## src/rtl/ctx_samp_pkg.sv

```systemverilog
package ctx_samp_pkg;
  // Strobes from the access controller to the sample datapath
  typedef struct packed {
    logic capture;   // load snapshot from the selected bank
    logic access;    // any bus strobe this cycle
    logic rdGrant;   // read permitted, return snapshot
    logic fault;     // respond with error
  } ctxStrobe_t;
endpackage

```

## src/rtl/ctx_samp_ctrl.sv

```systemverilog
module ctx_samp_ctrl
  import ctx_samp_pkg::*;
#(
  parameter int ADDR_W = 12,
  parameter int MIRROR_CNT = 2,
  parameter logic [MIRROR_CNT*ADDR_W-1:0] MIRROR_OFFS = {12'h228, 12'h208}
) (
  input  logic [ADDR_W-1:0] dbgAddr,
  input  logic              dbgRd,
  input  logic              dbgWr,
  input  logic              pcSampleRd,
  input  logic              corePowered,
  input  logic              dblLock,
  input  logic              osLock,
  output ctxStrobe_t        strb
);
  logic [MIRROR_CNT-1:0] hitVec;
  logic addrHit;
  logic accessOk;

  // one comparator per mirrored offset
  for (genvar m = 0; m < MIRROR_CNT; m++) begin : g_mirror
    assign hitVec[m] = (dbgAddr == MIRROR_OFFS[m*ADDR_W +: ADDR_W]);
  end

  assign addrHit  = |hitVec;
  assign accessOk = corePowered & ~dblLock & ~osLock;

  always_comb begin
    strb.capture = pcSampleRd;
    strb.access  = dbgRd | dbgWr;
    strb.rdGrant = dbgRd & ~dbgWr & addrHit & accessOk;
    strb.fault   = (dbgRd | dbgWr) & ~strb.rdGrant;
  end
endmodule

```

## src/rtl/ctx_samp_dp.sv

```systemverilog
module ctx_samp_dp
  import ctx_samp_pkg::*;
#(
  parameter int DATA_W = 32,
  parameter bit SAMPLE_IMPL = 1'b1
) (
  input  logic              clk,
  input  logic              coldRstN,
  input  logic              warmRstN,
  input  logic              dbgRstN,
  input  ctxStrobe_t        strb,
  input  logic              pcSampleNs,
  input  logic [DATA_W-1:0] ctxIdSec,
  input  logic [DATA_W-1:0] ctxIdNs,
  output logic [DATA_W-1:0] sampleQ,
  output logic [DATA_W-1:0] dbgRdata,
  output logic              dbgAck,
  output logic              dbgErr
);
  logic [DATA_W-1:0] liveCtx;
  logic [DATA_W-1:0] readVal;
  logic              respClr;

  assign liveCtx = pcSampleNs ? ctxIdNs : ctxIdSec;
  assign respClr = ~warmRstN | ~dbgRstN;

  // snapshot: only the cold reset reaches it
  always_ff @(posedge clk or negedge coldRstN) begin
    if (!coldRstN)          sampleQ <= '0;
    else if (strb.capture)  sampleQ <= liveCtx;
  end

  if (SAMPLE_IMPL) begin : g_impl
    assign readVal = sampleQ;
  end else begin : g_noimpl
    assign readVal = '0;
  end

  // registered response; the read sees sampleQ before this edge's capture
  always_ff @(posedge clk or negedge coldRstN) begin
    if (!coldRstN) begin
      dbgRdata <= '0;
      dbgAck   <= 1'b0;
      dbgErr   <= 1'b0;
    end else if (respClr) begin
      dbgRdata <= '0;
      dbgAck   <= 1'b0;
      dbgErr   <= 1'b0;
    end else begin
      dbgRdata <= strb.rdGrant ? readVal : '0;
      dbgAck   <= strb.access;
      dbgErr   <= strb.fault;
    end
  end
endmodule

```

## src/rtl/ctx_sample_reg.sv

```systemverilog
module ctx_sample_reg
  import ctx_samp_pkg::*;
#(
  parameter int DATA_W = 32,
  parameter int ADDR_W = 12,
  parameter int MIRROR_CNT = 2,
  parameter logic [MIRROR_CNT*ADDR_W-1:0] MIRROR_OFFS = {12'h228, 12'h208},
  parameter bit SAMPLE_IMPL = 1'b1
) (
  input  logic              clk,
  input  logic              coldRstN,
  input  logic              warmRstN,
  input  logic              dbgRstN,
  input  logic [ADDR_W-1:0] dbgAddr,
  input  logic              dbgRd,
  input  logic              dbgWr,
  output logic [DATA_W-1:0] dbgRdata,
  output logic              dbgAck,
  output logic              dbgErr,
  input  logic              pcSampleRd,
  input  logic              pcSampleNs,
  input  logic [DATA_W-1:0] ctxIdSec,
  input  logic [DATA_W-1:0] ctxIdNs,
  input  logic              corePowered,
  input  logic              dblLock,
  input  logic              osLock
);
  ctxStrobe_t        strb;
  logic [DATA_W-1:0] sampleQ;

  ctx_samp_ctrl #(
    .ADDR_W(ADDR_W), .MIRROR_CNT(MIRROR_CNT), .MIRROR_OFFS(MIRROR_OFFS)
  ) u_ctrl (
    .dbgAddr(dbgAddr), .dbgRd(dbgRd), .dbgWr(dbgWr), .pcSampleRd(pcSampleRd),
    .corePowered(corePowered), .dblLock(dblLock), .osLock(osLock), .strb(strb)
  );

  ctx_samp_dp #(
    .DATA_W(DATA_W), .SAMPLE_IMPL(SAMPLE_IMPL)
  ) u_dp (
    .clk(clk), .coldRstN(coldRstN), .warmRstN(warmRstN), .dbgRstN(dbgRstN),
    .strb(strb), .pcSampleNs(pcSampleNs), .ctxIdSec(ctxIdSec), .ctxIdNs(ctxIdNs),
    .sampleQ(sampleQ), .dbgRdata(dbgRdata), .dbgAck(dbgAck), .dbgErr(dbgErr)
  );
endmodule

```

## config.mk

```make
export PLATFORM = sky130hd
export DESIGN_NAME = ctx_sample_reg
export DESIGN_NICKNAME = d
export VERILOG_FILES = /design/src/rtl/ctx_samp_pkg.sv /design/src/rtl/ctx_samp_ctrl.sv /design/src/rtl/ctx_samp_dp.sv /design/src/rtl/ctx_sample_reg.sv
export SDC_FILE = /design/constraint.sdc
export NUM_CORES = 1
export LEC_CHECK = 0
export ABC_AREA = 1
export BUFFER_PORTS_ARGS = -buffer_cell sky130_fd_sc_hd__buf_2
export CELL_PAD_IN_SITES_DETAIL_PLACEMENT = 0
export CELL_PAD_IN_SITES_GLOBAL_PLACEMENT = 1
export CORE_ASPECT_RATIO = 1.75
export CORE_MARGIN = 2
export CORE_UTILIZATION = 35
export CTS_BUF_LIST = sky130_fd_sc_hd__clkbuf_2
export CTS_CLUSTER_DIAMETER = 100
export DETAILED_ROUTE_END_ITERATION = 8
export PLACE_DENSITY = 0.89
export SYNTH_ARGS = -nofsm -noshare
export SYNTH_HDL_FRONTEND = slang
export SYNTH_SLANG_ARGS = --single-unit
```

## constraint.sdc

```tcl
create_clock -name clk -period 1 [get_ports clk]
set_clock_uncertainty 0.15 [all_clocks]
set_input_delay 0.2 -clock clk [delete_from_list [all_inputs] [get_ports clk]]
set_output_delay 0.2 -clock clk [all_outputs]
set_load 0.02 [all_outputs]
```

* After elaboration in Yosys (flattened, before gate mapping)
Index checks and enable logic that the tools add are counted.
Cells by class: bitwise logic cells 14, equality and inequality tests 2, mux-type cells 5, reductions and logical operators 1
Operators by type and width (count):
- $mux W32 | 3
- $eq A12 B10 Y1 const B | 2
- $and A1 B1 Y1 | 6
- $not A1 Y1 | 6
- $mux W1 | 2
- $or A1 B1 Y1 | 2
- $reduce_or A2 Y1 | 1
Storage, ports and cells: flip-flop bits (word level) 66, input port bits 87, output and inout bits 34

* Longest topological paths before layout
Gate-level depths: netlist of run 1.
word-level depth 7, mapped depth 7, mapped depth without buffers 6

* Cells and area by module
From an unflattened synthesis of run 1, not the netlist that was laid out.
Second synthesis, totals: cells, all modules 412, area, all modules 3124.2 um^2
By module, submodules not included:
- ctx_samp_dp | sequential area each 1651.6 um^2, cells an instance 381, area an instance 3001.6 um^2, instances 1
- ctx_samp_ctrl | sequential area each 0.0 um^2, cells an instance 31, area an instance 122.6 um^2, instances 1

* Worst setup path before layout of run 1
OpenSTA, ideal clock, no wires.
path kind input to register, start point input warmRstN, end point register u_dp.dbgRdata[10], required time 0.781 ns, library setup time 0.069 ns, buffers on the path 1, setup slack -0.018 ns, stages 5, arrival time 0.799 ns, path through nand2_1 -> inv_1 -> buf_1 -> nand2_1 -> nor2_2
On the way: cells in the longest elaborated chain, start to end 3
Ends and longest elaborated chain:
- start: declaration | line ctx_sample_reg.sv:12 | input logic warmRstN,
- $not A1 Y1 | line ctx_samp_dp.sv:25 | assign respClr = ~warmRstN | ~dbgRstN;
- $or A1 B1 Y1 | line ctx_samp_dp.sv:25
- $mux W32 | line ctx_samp_dp.sv:45 | end else if (respClr) begin
- end signal: assignment | line ctx_samp_dp.sv:50 | dbgRdata <= strb.rdGrant ? readVal : '0;
- end: declaration | line ctx_samp_dp.sv:16 | output logic [DATA_W-1:0] dbgRdata,
No other way between the ends. A chain may end at the register's enable or synchronous reset.

* Final worst setup path of run 1
start point register u_dp.dbgRdata[21], end point output dbgRdata[21]
RTL lines:
- end: declaration | line ctx_sample_reg.sv:17 | output logic [DATA_W-1:0] dbgRdata,
No word-level cell between the ends.

==> reports/summary.txt, run 1 <==
DRT iter0 DRCs: 129
Mapped Area: 0.00283 mm2
Setup crit end kind: output port
WS Path Type: register to output port
Chip Width: 72.0 um
LEAKAGE: 2.32 nW
Clock Path Buffers: 2
DPL Wire Length: 4960 um
Cell variety after synth: 13
Fin. Hold Viols: 12
Run status: complete, but fails checks
Post-CTS Setup Inserts: 0
Non-Filler Instances: 620
WL final: 7720 um
FMAX: 709 MHz
Sw frac: 0.261
Post-Place Cells: 532
First-pass GRT wire length: 12,000 um
Full die area: 0.00886 mm2
Antenna violations before repair: 1
Final worst-path cycle share: 1.41
Routability cong.: 0.794
WP buf/inv: 1
Initial Util: 0.358
Antenna-violating nets left: 0
Worst-Margin Slew: 0.339 ns
Gr usage total: 0.181
Fill count: 651
Fraction of layout cells with a size suffix above 1: 0.344
Worst path max stage delay: 0.43 ns
Slowest-stage cell, CP: dfrtp_1
Sequential area share after synthesis: 0.583
Avg Cell Area, Syn: 8.64 um2
Worst EP arrival: 1.06 ns
Crit-path cells: buf_6
PwrDens: 1110 mW/mm2
Dpl ws: -0.235 ns
CP startpoint kind: register
Finished Cell Area: 0.00470 mm2
Area of the multi-input gates: 0.00101 mm2
Crit path max-delay family: flip-flops
Violated checks: hold timing, setup timing
Clock power frac: 0.273
Max-cap violations: 0
Overflow left after global routing: 0
Synth-to-Final Area Change: 65.9%
CTS buffer count: 9
Tot Pwr: 5.23 mW
Min Hold Slack: -0.0255 ns
H-tree levels: 3
Post-DR wirelength/cell: 12.4 um
Number of setup violations in the final report: 34
Combinational share of power: 0.177
Io pins: 121
Clock sink count: 66
Final worst slack: -0.411 ns
Vias: 2,779
Final min period: 1.41 ns
Routed vias/inst: 4.48
Synth warn: 0
TritonCTS clock tree: yes
Port-buffer cells: 119
Crit path max fanout: 1
Clock root cell: clkbuf_2
Die H: 123 um
Largest net degree at the start of global routing: 67
Drt first pass iters: 4
Clk_lat worst skew: 0.50 ns
Final core occ: 0.594
Final setup TNS: -12.91 ns
P_int: 3.87 mW
Syn Inst Count: 328
Final Max Slew Viols: 0
Worst hold-check path type: primary input to register
Worst slew margin: 0.774
Dpl cell area: 0.00362 mm2
Rows: 43
Register area: 0.00165 mm2
Syn nets: 415
Area of the core: 0.00791 mm2
RSZ-0062 raised after global routing: yes
Reg power frac: 0.551
P_sw: 1.36 mW
Synth Register Bits: 66
Final Net Count: 613
Data required, critical path: 0.65 ns
Number of global-route vias before repair: 2,794
Worst-path clk slew: 0.16 ns
Worst VDD drop: 0.543 mV
Remaining DRCs: 0
-- cell families (layout without fill, tap and decap cells) --
logic type,after synthesis,after routing,synth area share
AOI/OAI and AO/OA,33,33,0.0724
buffers and inverters,38,239,0.0631
and+or+nand+nor,191,191,0.282
DFF,66,66,0.583
other,0,1,0
-- area by class of cell --
type | instances | area share
diodes | 1 | 0.000532
clock buffers | 10 | 0.0106
clock inverters | 4 | 0.00958
inverters | 18 | 0.0144
multi-input cells | 224 | 0.215
flip-flops and latches | 66 | 0.351
well taps | 90 | 0.0240
repair buffers | 207 | 0.375
-- state kept, by name, indices dropped and copies added (netlist names) --
register and cells:
u_dp.dbgErr 1, u_dp.sampleQ 32, u_dp.dbgRdata 32, u_dp.dbgAck 1
-- cells in the final DEF (no fill, tap or decap) --
cell type      count
clkinv_1           2
nor2_1            46
nand2_1          110
inv_1             18
dfrtp_1           66
nor2_2            33
a31oi_1           32
buf_2             84
nand2_2            1
clkbuf_2          10
clkinvlp_4         1
dlygate4sd3_1     71
bufinv_16          1
buf_12             6
buf_4              9
o21ai_1            1
buf_6             35
nand3_1            1
diode_2            1
clkbuf_16          2
-- final timing paths --
path / from / endpoint / slack (ns) / cells after the start
max: u_dp.dbgRdata[21]$_DFF_PN0_ / dbgRdata[21] / -0.41 / 1
min: dbgAddr[1] / u_dp.dbgErr$_DFF_PN0_ / -0.03 / 7
max reg2reg: u_dp.sampleQ[30]$_DFFE_PN0P_ / u_dp.sampleQ[30]$_DFFE_PN0P_ / 0.16 / 2
min reg2reg: u_dp.sampleQ[8]$_DFFE_PN0P_ / u_dp.dbgRdata[8]$_DFF_PN0_ / 0.36 / 2
max in group asynchronous: coldRstN / u_dp.dbgAck$_DFF_PN0_ / 0.35 / 3
min in group asynchronous: coldRstN / u_dp.dbgRdata[28]$_DFF_PN0_ / 0.06 / 3
-- repair_timing --
| item | 4_1_cts | 5_1_grt |
|---|---|---|
| hold buffers | 82 | 1 |
| setup endpoints to repair | 34 | 57 |
| gates cloned | 0 | 2 |
| endpoints found under the hold margin | 100 | 24 |
| pin swaps | 0 | 8 |
| resized for setup | 68 | 6 |
-- routing by layer --
metal	vias up	routed length (um)	part of all wire	track usage
met5	-	0	0	0
met4	0	215	0.028	0.0955
met3	14	340	0.044	0.0383
met2	88	4230	0.55	0.328
met1	1258	2930	0.38	0.193
li1	1419	-	-	-
-- Yosys cell counts --
cell	n	area share
buf_2	11	0.019
dfrtp_1	66	0.58
nand2_2	1	0.0022
a31oi_1	32	0.071
nand2_1	110	0.15
nor2_1	48	0.064
buf_6	3	0.012
nor2_2	31	0.068
nand3_1	1	0.0018
clkbuf_1	4	0.0053
inv_1	18	0.024
buf_1	2	0.0026
o21ai_0	1	0.0018
-- power groups by stage --
stage	clock, mW	sequential [mW]	combinational [mW]
2_1_floorplan	0	2.92	0.329
3_3_place_gp	0	2.93	0.664
3_5_place_dp	0	2.93	0.679
4_1_cts	1.50	2.88	0.928
5_1_grt	1.62	2.90	1.04
6_report	1.43	2.88	0.925
Note: power is estimated with default switching activity, not from simulation.
==> run 2: changes to the inputs <==
Settings changed: SETUP_SLACK_MARGIN from default to 0.15.
==> run 2 against run 1 <==
Against the previous run: the flow still finishes with violations (hold timing, setup timing); clock power increased by 3%; non-clock buffer count decreased by 3; setup slack improved by 0.0017 ns; final area decreased by 0.51%; register-to-register slack improved by 0.02 ns; sequential power about the same; fmax increased by 0.12%; critical path type unchanged.
==> reports/summary.txt, run 2 (synthesis results as in run 1) <==
Antenna violations before repair: 1 (unchanged)
Final setup TNS: -12.58 ns (was -12.91 ns)
Remaining DRCs: 0 (unchanged)
Routability cong.: 0.826 (was 0.794)
Gr usage total: 0.180 (was 0.181)
Chip Width: 72.0 um (unchanged)
Rows: 43 (unchanged)
Min Hold Slack: -0.0623 ns (was -0.0255 ns)
WS Path Type: register to output port (unchanged)
Final worst slack: -0.410 ns (was -0.411 ns)
Run status: complete, but fails checks (unchanged)
WL final: 7810 um (was 7720 um)
WP buf/inv: 1 (unchanged)
Worst flop-to-flop path endpoint: u_dp.sampleQ[27]$_DFFE_PN0P_ (was u_dp.sampleQ[30]$_DFFE_PN0P_)
Clock sink count: 66 (unchanged)
Worst path max stage delay: 0.44 ns (was 0.43 ns)
Data required, critical path: 0.65 ns (about the same)
Worst EP arrival: 1.06 ns (about the same)
Post-Place Cells: 537 (was 532)
Worst slew margin: 0.802 (was 0.774)
Slowest-stage cell, CP: dfrtp_1 (unchanged)
Worst reg2reg path depth: 2 (unchanged)
Initial Util: 0.358 (unchanged)
Antenna-violating nets left: 0 (unchanged)
FMAX: 709 MHz (about the same)
Final min period: 1.41 ns (about the same)
TritonCTS clock tree: yes (unchanged)
Register area: 0.00165 mm2 (unchanged)
Largest net degree at the start of global routing: 44 (was 67)
CP startpoint: u_dp.dbgRdata[28]$_DFF_PN0_ (was u_dp.dbgRdata[21]$_DFF_PN0_)
Worst r2r src: u_dp.sampleQ[27]$_DFFE_PN0P_ (was u_dp.sampleQ[30]$_DFFE_PN0P_)
Met3 global-route usage: 0.0350 (was 0.0383)
Worst-Margin Slew: 0.297 ns (was 0.339 ns)
Final Max Slew Viols: 0 (unchanged)
Fin. Hold Viols: 3 (was 12)
Crit path to: dbgRdata[28] (was dbgRdata[21])
Synth-to-Final Area Change: 65.0% (was 65.9%)
Global route hottest layer: met2 (unchanged)
Worst reg-to-reg setup slack: 0.18 ns (was 0.16 ns)
DRT iter0 DRCs: 146 (was 129)
CTS Hold Buffers Added: 65 (was 82)
Crit-path cells: buf_6 (unchanged)
Final Net Count: 610 (was 613)
Port-buffer cells: 119 (unchanged)
Worst VDD drop: 0.601 mV (was 0.543 mV)
Violated checks: hold timing, setup timing (unchanged)
CP startpoint kind: register (unchanged)
Crit path max-delay family: flip-flops (unchanged)
DPL Wire Length: 5110 um (was 4960 um)
Fraction of layout cells with a size suffix above 1: 0.362 (was 0.344)
Full die area: 0.00886 mm2 (unchanged)
H-tree levels: 3 (unchanged)
Non-Filler Instances: 619 (was 620)
CTS buffer count: 9 (unchanged)
Clock root cell: clkbuf_2 (unchanged)
Worst-path clk slew: 0.18 ns (was 0.16 ns)
Crit path max fanout: 1 (unchanged)
First-pass GRT wire length: 12,100 um (was 12,000 um)
Post-DR wirelength/cell: 12.6 um (was 12.4 um)
Fill count: 687 (was 651)
Area of the core: 0.00791 mm2 (unchanged)
Tot Pwr: 5.29 mW (was 5.23 mW)
Met1 Use GR: 0.190 (was 0.193)
Levels on crit path: 1 (unchanged)
PwrDens: 1130 mW/mm2 (was 1110 mW/mm2)
Overflow left after global routing: 0 (unchanged)
Met2 GRT Util: 0.321 (was 0.328)
Regs by FF count: u_dp.dbgRdata (32), u_dp.sampleQ (32) (unchanged)
Number of setup violations in the final report: 34 (unchanged)
Routed vias/inst: 4.58 (was 4.48)
Final core occ: 0.591 (was 0.594)
Vias: 2,832 (was 2,779)
Drt first pass iters: 4 (unchanged)
Setup crit end kind: output port (unchanged)
LEAKAGE: 2.30 nW (was 2.32 nW)
Number of global-route vias before repair: 2,796 (was 2,794)
RSZ-0062 raised after global routing: yes (unchanged)
Final worst-path cycle share: 1.41 (about the same)
Clock Path Buffers: 2 (unchanged)
Max-cap violations: 0 (unchanged)
Most common cell after layout, fill and taps aside: nand2_1 (unchanged)
Area of the multi-input gates: 0.00102 mm2 (was 0.00101 mm2)
Die H: 123 um (unchanged)
Worst hold-check path type: primary input to register (unchanged)
Io pins: 121 (unchanged)
Clk_lat worst skew: 0.48 ns (was 0.50 ns)
Commonest cells after routing, fill and taps aside: nand2_1, buf_2, dfrtp_1 (was nand2_1, buf_2, dlygate4sd3_1)
run 2: changes by cell type in the layout (fill, tap and decap cells not counted), moves of 2 or more:
| cell | previous run | this run |
|---|---|---|
| clkbuf_16 | 2 | 0 |
| dlygate4sd3_1 | 71 | 65 |
| inv_1 | 18 | 16 |
| buf_12 | 6 | 8 |
| nor2_1 | 46 | 43 |
| nor2_2 | 33 | 36 |
| buf_4 | 9 | 12 |
run 2: area by class of cell:
cell class / count / area share
Clock inverter: 6 / 0.0123
Timing Repair Buffer: 204 / 0.365
Clock buffer: 10 / 0.0107
Tap cell: 90 / 0.0241
Inverter: 18 / 0.0166
Sequential cell: 66 / 0.353
Multi-Input combinational cell: 224 / 0.217
Antenna cell: 1 / 0.000535
run 2: power breakdown:
group / total (mW) / internal [mW] / switching, mW
logic: 0.920 / 0.504 / 0.416
clock network: 1.48 / 0.568 / 0.913
registers: 2.89 / 2.81 / 0.0764
total: 5.29 / 3.88 / 1.41
run 2: how the worst min path moves through the flow:
stage                                        endpoint     start  cells after the start
after floorplan                 u_dp.dbgAck$_DFF_PN0_  coldRstN                      0
after global placement    u_dp.sampleQ[8]$_DFFE_PN0P_  coldRstN                      2
after detailed placement  u_dp.sampleQ[0]$_DFFE_PN0P_  coldRstN                      2
after CTS                       u_dp.dbgAck$_DFF_PN0_     dbgRd                      4
after global routing            u_dp.dbgAck$_DFF_PN0_     dbgRd                      4
final                           u_dp.dbgAck$_DFF_PN0_     dbgRd                      4
run 2: metal layers:
metal  routed length, um  up-vias
met5                   0        -
li1                    -     1411
met4                 353        0
met2                4110      120
met1                2970     1274
met3                 379       27
run 2: per-stage QoR:
stage / cell area [um2] / setup slack, ns
after floorplan: 2950 / 0.0204
after global placement: 3700 / -0.192
after detailed placement: 3700 / -0.231
after CTS: 4670 / -0.491
after global routing: 4680 / -0.497
final: 4680 / -0.410
run 2: repair_timing:
item	in CTS	in global routing
setup buffers	0	0
hold endpoints to repair	100	31
setup endpoints to repair	34	52
gates resized for setup	68	2
pin swaps	0	18
==> run 3: changes to the inputs <==
Settings changed: CORE_UTILIZATION 35 to 34, CTS_BUF_LIST sky130_fd_sc_hd__clkbuf_2 to default, PLACE_DENSITY 0.89 to 0.87, SLEW_MARGIN from default to 15.
==> run 3 against run 2 <==
Against the previous run: the run still ends with hold timing, setup timing left; first-iteration DRC count is 23% lower; critical path depth stayed put; cell count is 9.5% lower; worst hold slack worse by 0.35 ns; via count is 8.1% lower; global-route usage is 0.92 points lower; critical path type unchanged; largest cell class is now sequential cells; largest power group is now the clock network.
==> reports/summary.txt, run 3 (synthesis results as in run 1) <==
P_sw: 1.50 mW (was 1.41 mW)
First-pass GRT wire length: 11,700 um (was 12,100 um)
Fin. Hold Viols: 96 (was 3)
Violated checks: hold timing, setup timing (unchanged)
Rows: 44 (was 43)
Antenna violations before repair: 0 (was 1)
Worst VDD drop: 0.890 mV (was 0.601 mV)
Post-Place Cells: 536 (was 537)
Fraction of layout cells with a size suffix above 1: 0.438 (was 0.362)
Data required, critical path: 0.65 ns (about the same)
Setup crit end kind: output port (unchanged)
Post-DR wirelength/cell: 13.4 um (was 12.6 um)
CP startpoint kind: register (unchanged)
Non-Filler Instances: 560 (was 619)
Combinational share of power: 0.113 (was 0.174)
PwrDens: 1470 mW/mm2 (was 1130 mW/mm2)
Fill count: 727 (was 687)
Reg power frac: 0.426 (was 0.546)
Final setup TNS: -6.16 ns (was -12.58 ns)
Regs by FF count: u_dp.dbgRdata (32), u_dp.sampleQ (32) (unchanged)
DRT iter0 DRCs: 113 (was 146)
Final Max Slew Viols: 0 (unchanged)
Clock Path Buffers: 2 (unchanged)
DPL Wire Length: 5360 um (was 5110 um)
Register area: 0.00165 mm2 (unchanged)
Final worst slack: -0.217 ns (was -0.410 ns)
WS Path Type: register to output port (unchanged)
Number of setup violations in the final report: 35 (was 34)
Io pins: 121 (unchanged)
CTS buffer count: 9 (unchanged)
Worst slew margin: 0.828 (was 0.802)
Dpl ws: -0.247 ns (was -0.231 ns)
Full die area: 0.00911 mm2 (was 0.00886 mm2)
Routed vias/inst: 4.65 (was 4.58)
FMAX: 821 MHz (was 709 MHz)
Clock power frac: 0.461 (was 0.280)
Worst EP arrival: 0.87 ns (was 1.06 ns)
Largest net degree at the start of global routing: 37 (was 44)
Worst path max stage delay: 0.40 ns (was 0.44 ns)
N_diodes: 0 (was 1)
Commonest cells after routing, fill and taps aside: nand2_1, buf_2, dfrtp_1 (unchanged)
Crit-path cells: buf_6 (unchanged)
Clk_lat worst skew: 0.32 ns (was 0.48 ns)
Vias: 2,602 (was 2,832)
Remaining DRCs: 0 (unchanged)
Max-cap violations: 0 (unchanged)
Slowest-stage cell, CP: dfrtp_1 (unchanged)
Final Net Count: 551 (was 610)
Worst r2r src: u_dp.sampleQ[17]$_DFFE_PN0P_ (was u_dp.sampleQ[27]$_DFFE_PN0P_)
Clock root cell: clkbuf_16 (was clkbuf_2)
Number of global-route vias before repair: 2,559 (was 2,796)
P_int: 5.29 mW (was 3.88 mW)
Worst hold-check path type: primary input to asynchronous set/reset pin (was primary input to register)
Crit path max-delay family: flip-flops (unchanged)
LEAKAGE: 2.24 nW (was 2.30 nW)
Worst-path clk slew: 0.05 ns (was 0.18 ns)
Initial Util: 0.345 (was 0.358)
WP buf/inv: 1 (unchanged)
WL final: 7490 um (was 7810 um)
Run status: complete, but fails checks (unchanged)
Overflow left after global routing: 0 (unchanged)
Sw frac: 0.221 (was 0.266)
Port-buffer cells: 119 (unchanged)
Drt first pass iters: 4 (unchanged)
Clock sink count: 66 (unchanged)
Worst-Margin Slew: 0.255 ns (was 0.297 ns)
Gr usage total: 0.171 (was 0.180)
Area of the multi-input gates: 0.00120 mm2 (was 0.00102 mm2)
Routability cong.: 0.811 (was 0.826)
Synth-to-Final Area Change: 63.0% (was 65.0%)
Antenna-violating nets left: 0 (unchanged)
Final worst-path cycle share: 1.22 (was 1.41)
Crit path max fanout: 1 (unchanged)
Area of the core: 0.00820 mm2 (was 0.00791 mm2)
Most common cell after layout, fill and taps aside: nand2_1 (unchanged)
Min Hold Slack: -0.412 ns (was -0.0623 ns)
Chip Width: 73.0 um (was 72.0 um)
TritonCTS clock tree: yes (unchanged)
Die H: 125 um (was 123 um)
Final core occ: 0.563 (was 0.591)
RSZ-0062 raised after global routing: yes (unchanged)
Final min period: 1.22 ns (was 1.41 ns)
H-tree levels: 3 (unchanged)
CP startpoint: u_dp.dbgRdata[26]$_DFF_PN0_ (was u_dp.dbgRdata[28]$_DFF_PN0_)
run 3: what timing repair did:
item,CTS,global route
gates resized for setup,98,30
endpoints found under the hold margin,98,90
endpoints found under the setup margin,66,73
buffers inserted,2,4
gates cloned,3,0
pin swaps,5,15
run 3: final timing paths:
path / to / slack [ns] / cells after the start
min: u_dp.dbgRdata[2]$_DFF_PN0_ / -0.41 / 1
min in group clk: u_dp.sampleQ[29]$_DFFE_PN0P_ / -0.03 / 3
max reg2reg: u_dp.sampleQ[17]$_DFFE_PN0P_ / 0.19 / 2
max: dbgRdata[26] / -0.22 / 1
max in group asynchronous: u_dp.sampleQ[25]$_DFFE_PN0P_ / 0.66 / 2
min reg2reg: u_dp.dbgRdata[25]$_DFF_PN0_ / 0.38 / 2
run 3: layout make-up:
type                            instances  area share
Multi-Input combinational cell        224       0.259
Inverter                               18      0.0168
Clock buffer                           13      0.0585
Tap cell                               92      0.0249
Sequential cell                        66       0.358
Clock inverter                          2     0.00759
Timing Repair Buffer                  145       0.276
run 3: power by group through the flow:
| stage | clock (mW) | combinational (mW) | sequential, mW |
|---|---|---|---|
| finish | 3.13 | 0.771 | 2.89 |
| detailed placement | 0 | 0.711 | 2.94 |
| global placement | 0 | 0.696 | 2.93 |
| global route | 3.34 | 0.859 | 2.91 |
| floorplan | 0 | 0.375 | 2.92 |
| CTS | 3.21 | 0.744 | 2.89 |
run 3: layer usage:
metal / share of wire / wire (um) / vias to the layer above / track usage
li1: - / - / 1295 / -
met1: 0.37 / 2790 / 1219 / 0.194
met2: 0.56 / 4210 / 76 / 0.295
met3: 0.041 / 308 / 12 / 0.0372
met4: 0.025 / 187 / 0 / 0.0773
met5: 0 / 0 / - / 0
run 3: stage by stage:
step / cell area (um2) / power, mW
floorplan: 2950 / 3.30
global placement: 3690 / 3.63
detailed placement: 3690 / 3.65
CTS: 4460 / 6.85
global route: 4620 / 7.11
finish: 4620 / 6.79
